`config.mk`:
```
export PLATFORM = sky130hd
export DESIGN_NAME = segdig_rb
export DESIGN_NICKNAME = d
export VERILOG_FILES = /design/src/rtl/segdig_pkg.sv /design/src/rtl/segdig_decode.sv /design/src/rtl/segdig_ripple.sv /design/src/rtl/segdig_rb.sv
export SDC_FILE = /design/constraint.sdc
export NUM_CORES = 1
export LEC_CHECK = 0
export BUFFER_PORTS_ARGS = -buffer_cell sky130_fd_sc_hd__buf_2
export CORE_AREA = 3 3 40 42
export DETAILED_ROUTE_END_ITERATION = 8
export DIE_AREA = 0 0 43 45
export PLACE_DENSITY_LB_ADDON = 0.08
export SKIP_LAST_GASP = 1
export SYNTH_ARGS = -nofsm -noshare
export SYNTH_HDL_FRONTEND = slang
export SYNTH_SLANG_ARGS = --single-unit
```
`constraint.sdc`:
```
create_clock -name vclk -period 1
set_input_delay 0 -clock vclk [all_inputs]
set_output_delay 0 -clock vclk [all_outputs]
set_load 0.01 [all_outputs]
```
`src/rtl/segdig_pkg.sv`:
```
`timescale 1ns/1ps
package segdig_pkg;
  localparam int CODE_W = 4;
  localparam int SEG_W  = 7;
  localparam int MAX_DIGIT = 9;

  typedef logic [SEG_W-1:0]  seg_t;
  typedef logic [CODE_W-1:0] code_t;

  // Segment pattern for a code, bit 0 = a .. bit 6 = g.
  function automatic seg_t code_to_seg(input code_t c);
    seg_t s;
    case (c)
      4'd0:    s = 7'h3F;
      4'd1:    s = 7'h06;
      4'd2:    s = 7'h5B;
      4'd3:    s = 7'h4F;
      4'd4:    s = 7'h66;
      4'd5:    s = 7'h6D;
      4'd6:    s = 7'h7D; // with tail
      4'd7:    s = 7'h07;
      4'd8:    s = 7'h7F;
      4'd9:    s = 7'h6F; // with tail
      default: s = '0;    // codes above nine are dark
    endcase
    return s;
  endfunction

  function automatic logic code_is_zero(input code_t c);
    return (c == '0);
  endfunction
endpackage

```
`src/rtl/segdig_decode.sv`:
```
`timescale 1ns/1ps
module segdig_decode
  import segdig_pkg::*;
(
  input  code_t code,
  output seg_t  raw_seg,
  output logic  zero_code
);
  assign raw_seg   = code_to_seg(code);
  assign zero_code = code_is_zero(code);

  // a code above nine never yields a lit segment
  always_comb begin
    if (code > code_t'(MAX_DIGIT))
      a_r2_invalid_dark: assert (raw_seg == '0 && !zero_code);
  end
endmodule

```
`src/rtl/segdig_ripple.sv`:
```
`timescale 1ns/1ps
module segdig_ripple (
  input  logic force_blank,
  input  logic chain_in,
  input  logic zero_code,
  input  logic ext_pull,
  output logic own_pull,
  output logic node_level
);
  logic suppress_zero;

  assign suppress_zero = zero_code && !chain_in;
  assign own_pull      = force_blank || suppress_zero;
  // wired-AND: the node stays high only while nobody pulls
  assign node_level    = !(own_pull || ext_pull);

  // on a non-zero code the chain input cannot cause a pull
  always_comb begin
    if (!zero_code && !force_blank)
      a_r5_ripple_ignored: assert (!own_pull);
  end

  // without a pull from either side the node rests high
  always_comb begin
    if (!force_blank && !ext_pull && (chain_in || !zero_code))
      a_r6_node_high: assert (node_level);
  end
endmodule

```
`src/rtl/segdig_rb.sv`:
```
`timescale 1ns/1ps
module segdig_rb
  import segdig_pkg::*;
(
  input  logic [3:0] digit_code,
  input  logic       blank_force,
  input  logic       ripple_in,
  input  logic       dp_req,
  input  logic       ripple_pull_ext,
  output logic [6:0] seg,
  output logic       dp_on,
  output logic       ripple_pull,
  output logic       ripple_out
);
  seg_t raw_seg;
  logic zero_code;
  logic node_level;
  logic own_pull;
  logic lit;

  segdig_decode u_decode (
    .code      (digit_code),
    .raw_seg   (raw_seg),
    .zero_code (zero_code)
  );

  segdig_ripple u_ripple (
    .force_blank (blank_force),
    .chain_in    (ripple_in),
    .zero_code   (zero_code),
    .ext_pull    (ripple_pull_ext),
    .own_pull    (own_pull),
    .node_level  (node_level)
  );

  // the resolved node decides visibility; no storage anywhere
  assign lit         = node_level;
  assign seg         = lit ? raw_seg : '0;
  assign dp_on       = lit && dp_req;
  assign ripple_pull = own_pull;
  assign ripple_out  = node_level;

  // forced blank darkens everything and pulls the node
  always_comb begin
    if (blank_force)
      a_r3_force_dark: assert (seg == '0 && !dp_on && ripple_pull && !ripple_out);
  end

  // suppressed zero is dark and pulls
  always_comb begin
    if (digit_code == '0 && !ripple_in)
      a_r4_zero_suppress: assert (seg == '0 && ripple_pull);
  end

  // a low node, whoever pulls it, leaves the digit dark
  always_comb begin
    if (!ripple_out)
      a_r7_low_node_dark: assert (seg == '0 && !dp_on);
  end

  // decimal point lit only on request while visible
  always_comb begin
    if (dp_on)
      a_r8_dp_gated: assert (dp_req && ripple_out);
  end
endmodule

```
# Yosys cells after proc, flatten, opt, wreduce, memory -nomap -nowiden
# Memories as Yosys holds them, arrays and structs flattened.
# Cells that the tools add are included.
[totals]
reg_bits = 0
mem_bits_ro = 112
inputBits = 8
n_memories = 1
[classes]
mux = 1
n_reduce_logical = 7
[memory_table]
columns = ["memory", "words", "width", "read_ports", "rd_clocked_by_memory_dff", "write_ports", "line", "rtl"]
rows = [
  ["(no name shown)", 16, 7, 1, 0, 0, "segdig_pkg.sv:13", "case (c)"],
]
[op_table]
columns = ["operator", "count"]
rows = [
  ["2-to-1 mux 7 bit", 1],
  ["logical NOT 4 bit", 1],
  ["logical AND 1 bit", 2],
  ["logical NOT 1 bit", 2],
  ["logical OR 1 bit", 2],
]

# Longest topological paths before layout
[logic_depth]
depth_word = 6
depth_mapped = 5

# Modules after synthesis
# Synthesis repeated with hierarchy kept, for this count alone.
[hier_totals]
hier_cells = 42
hier_area_um2 = 302.8
[modules_own_cells]
columns = ["module", "instances", "cells_each", "area_per_inst_um2", "seq_area_each_um2"]
rows = [
  ["segdig_decode", 1, 31, 227.7, 0.0],
  ["segdig_rb", 1, 8, 50.0, 0.0],
  ["segdig_ripple", 1, 3, 25.0, 0.0],
]

# Worst setup path after synthesis
# No wires, ideal clock.
[synth_path]
kind = "input to output"
from = "input port digit_code[0]"
to = "output port seg[4]"
arrival_ns = 1.008
required_time_ns = 1.000
setup_slack_ns = -0.008
stages = 5
cell_sequence = "inv_1 ha_1 nor4b_4 nor3_4 a21boi_0"
[synth_via]
elab_chain_len = 5
word_cells_on_any_way = 6
[synth_lines]
columns = ["element", "line", "rtl"]
rows = [
  ["from (decl)", "segdig_rb.sv:5", "input logic [3:0] digit_code,"],
  ["branches (longest 4 deep; another with memory read (16 x 7 bit))", "n/a", ""],
  ["2-to-1 mux 7 bit (*)", "segdig_rb.sv:38", "assign seg = lit ? raw_seg : '0;"],
  ["to (decl)", "segdig_rb.sv:10", "output logic [6:0] seg,"],
]
# Mark *: on every way between the ends.

# Final worst setup path
[layout_path]
from = "input port digit_code[1]"
to = "output port seg[4]"
# Same word-level chain as after synthesis.

==> summary.md <==
| Metric | Value |
|---|---|
| Total grt overflow | `0` |
| Clk_buf instances | `0` |
| Worst path slowest cell | `nor4b_4` |
| Dpl hpwl | `597 um` |
| CP Cell Sequence | `buf_8 -> inv_6 -> ha_4 -> nor4b_4 -> nor3_4 -> buf_6 -> a21boi_1 -> buf_2` |
| FF+latch area | `0 um^2` |
| VDD IR max | `roughly 0.13 mV` |
| Share of cells above drive strength 1 | `62.9%` |
| Final setup violation count | `0` |
| Post-synthesis cell area | `283 um^2` |
| DR vias | `between 300 and 400` |
| Initial Util | `between 20% and 30%` |
| Buf/Inv on CP | `4` |
| Pleak | `roughly 0.26 nW` |
| Worst Max-Slew Pin Slew | `0.284 ns` |
| Residual DRC | `0` |
| Synth area leader | `ha_1` |
| Placed inst area | `~430 um^2` |
| Initial antenna violation count | `0` |
| CP max stage delay | `0.26 ns` |
| Row cnt | `13` |
| Slew Limit Fails | `0` |
| Layout Nets | `77` |
| Drt wl/cell | `~9 um` |
| Slew Limit Headroom | `between 80% and 90%` |
| Synthesis-to-layout area growth | `86.3%` |
| Largest net degree at the start of global routing | `9` |
| Num ports | `18` |
| Port Buffer Count | `18` |
| Drt first pass iters | `1` |
| Endpoint class of the critical path | `output pin` |
| Hold/Removal Path Class | `in2out` |
| Critical Path Fanout Max | `5` |
| Worst Path Class, Setup | `in2out` |
| Worst Path Arrival | `approximately 0.98 ns` |
| Synth cell types | `13` |
| Pre-CTS WS | `-0.112 ns` |
| Hold Buf Count CTS | `0` |
| Sequential cell count | `0` |
| Average size of a mapped cell | `7.85 um^2` |
| Synth Warn # | `0` |
| Final std cells w/o fill | `77` |
| Post-DRT Antenna Nets | `0` |
| Startpoint Class | `input pin` |
| Leading cell type in the layout, fill and taps excluded | `buf_2` |
| Hold Slack | `0.298 ns` |
| DIE AREA | `0.00194 mm^2` |
| First-pass GRT wire length | `1300 um` |
| Fmax | `between 1 and 1.5 GHz` |
| Gpl congestion | `0.730` |
| Maxcap violations | `0` |
| Hold Fails Final Rpt | `0` |
| Unrepaired setup endpoints after global routing | `true` |
| Via-per-instance ratio | `4.05` |
| Vias in the first global route | `316` |
| CP top delay family | `buffers and inverters` |
| Design area | `527 um^2` |
| Die height | `about 45 um` |
| Number of antenna repair diodes | `0` |
| Area contributors post-synth | `ha_1 (22%), o21a_1 (16%), nand2b_1 (11%)` |
| Initial DRC Count | `0` |
| Minimum clock period | `around 0.98 ns` |
| Total wire length | `706 um` |
| Most frequent cells in the layout | `buf_2 (15), o21a_1 (6), buf_6 (6), buf_4 (6), nand2b_1 (5)` |
| Area share of the largest cell type after synthesis | `22.1%` |
| GRT Util Overall | `8.13%` |
| Fin crit share | `between 90% and 100%` |
| Setup slack after layout | `0.0222 ns` |
| Post-synthesis sequential area ratio | `0%` |
| Die Wd | `43 um` |
| Gate Count Post-Synth | `36` |
| P per Cell Area | `360 mW/mm^2` |
| Placed cells | `75` |
| Total power | `190 uW` |
| Status | `complete, no violations` |
| Post-synthesis net count | `49` |
| Core area | `roughly 0.0013 mm^2` |
| Req. time, crit path | `1.00 ns` |
-- final cells by class --
cell class	instances	area, um^2
Fill cell	146	758
Inverter	3	18.8
Multi-Input combinational cell	31	287
Tap cell	15	18.8
Timing Repair Buffer	28	203
-- power by group --
group	internal [mW]	leakage (nW)	switching, mW	total (mW)
Sequential	0	0	0	0
Combinational	0.104	0.262	0.0856	0.190
Clock	0	0	0	0
-- metrics by stage --
step | util [%] | TNS [ns]
4_1_cts | 39.2 | -0.0201
3_5_place_dp | 33.4 | -0.643
5_1_grt | 41.0 | -0.278
2_1_floorplan | - | 0
6_report | 41.0 | 0
3_3_place_gp | 33.4 | -0.718
-- synth_stat cells --
master    number
inv_1          3
ha_1           5
nand2_1        1
nor4b_4        1
or2_2          2
buf_6          2
and2_1         2
nand2b_1       5
o21a_1         6
nor2_1         1
a21boi_0       1
a21oi_1        6
nor3_4         1
-- logic make-up (layout without fill, tap and decap cells) --
group	count (synthesis)	after routing	synth area share, %
compound gates	13	13	29.2
simple gates	13	13	36.7
fa+ha+maj	5	5	22.1
buf+inv	5	31	11.9
-- final timing paths --
kind / slack, ns / endpoint / cells past startpoint / startpoint
max: 0.02 / seg[4] / 8 / digit_code[1]
min: 0.30 / dp_on / 3 / dp_req
-- layer usage --
layer  wire [um]  GRT usage [%]  vias to the layer above
met4           0              0                        0
met5           0              0                        -
met2         325           13.8                       10
met3          42              0                        0
met1         337           12.4                      125
li1            -              -                      177
-- what timing repair did --
item	in CTS	in global routing
resized for setup	16	5
pin swaps	4	3
endpoints found under the setup margin	8	8
setup buffers	2	0
Note: power is estimated with default switching activity, not from simulation.
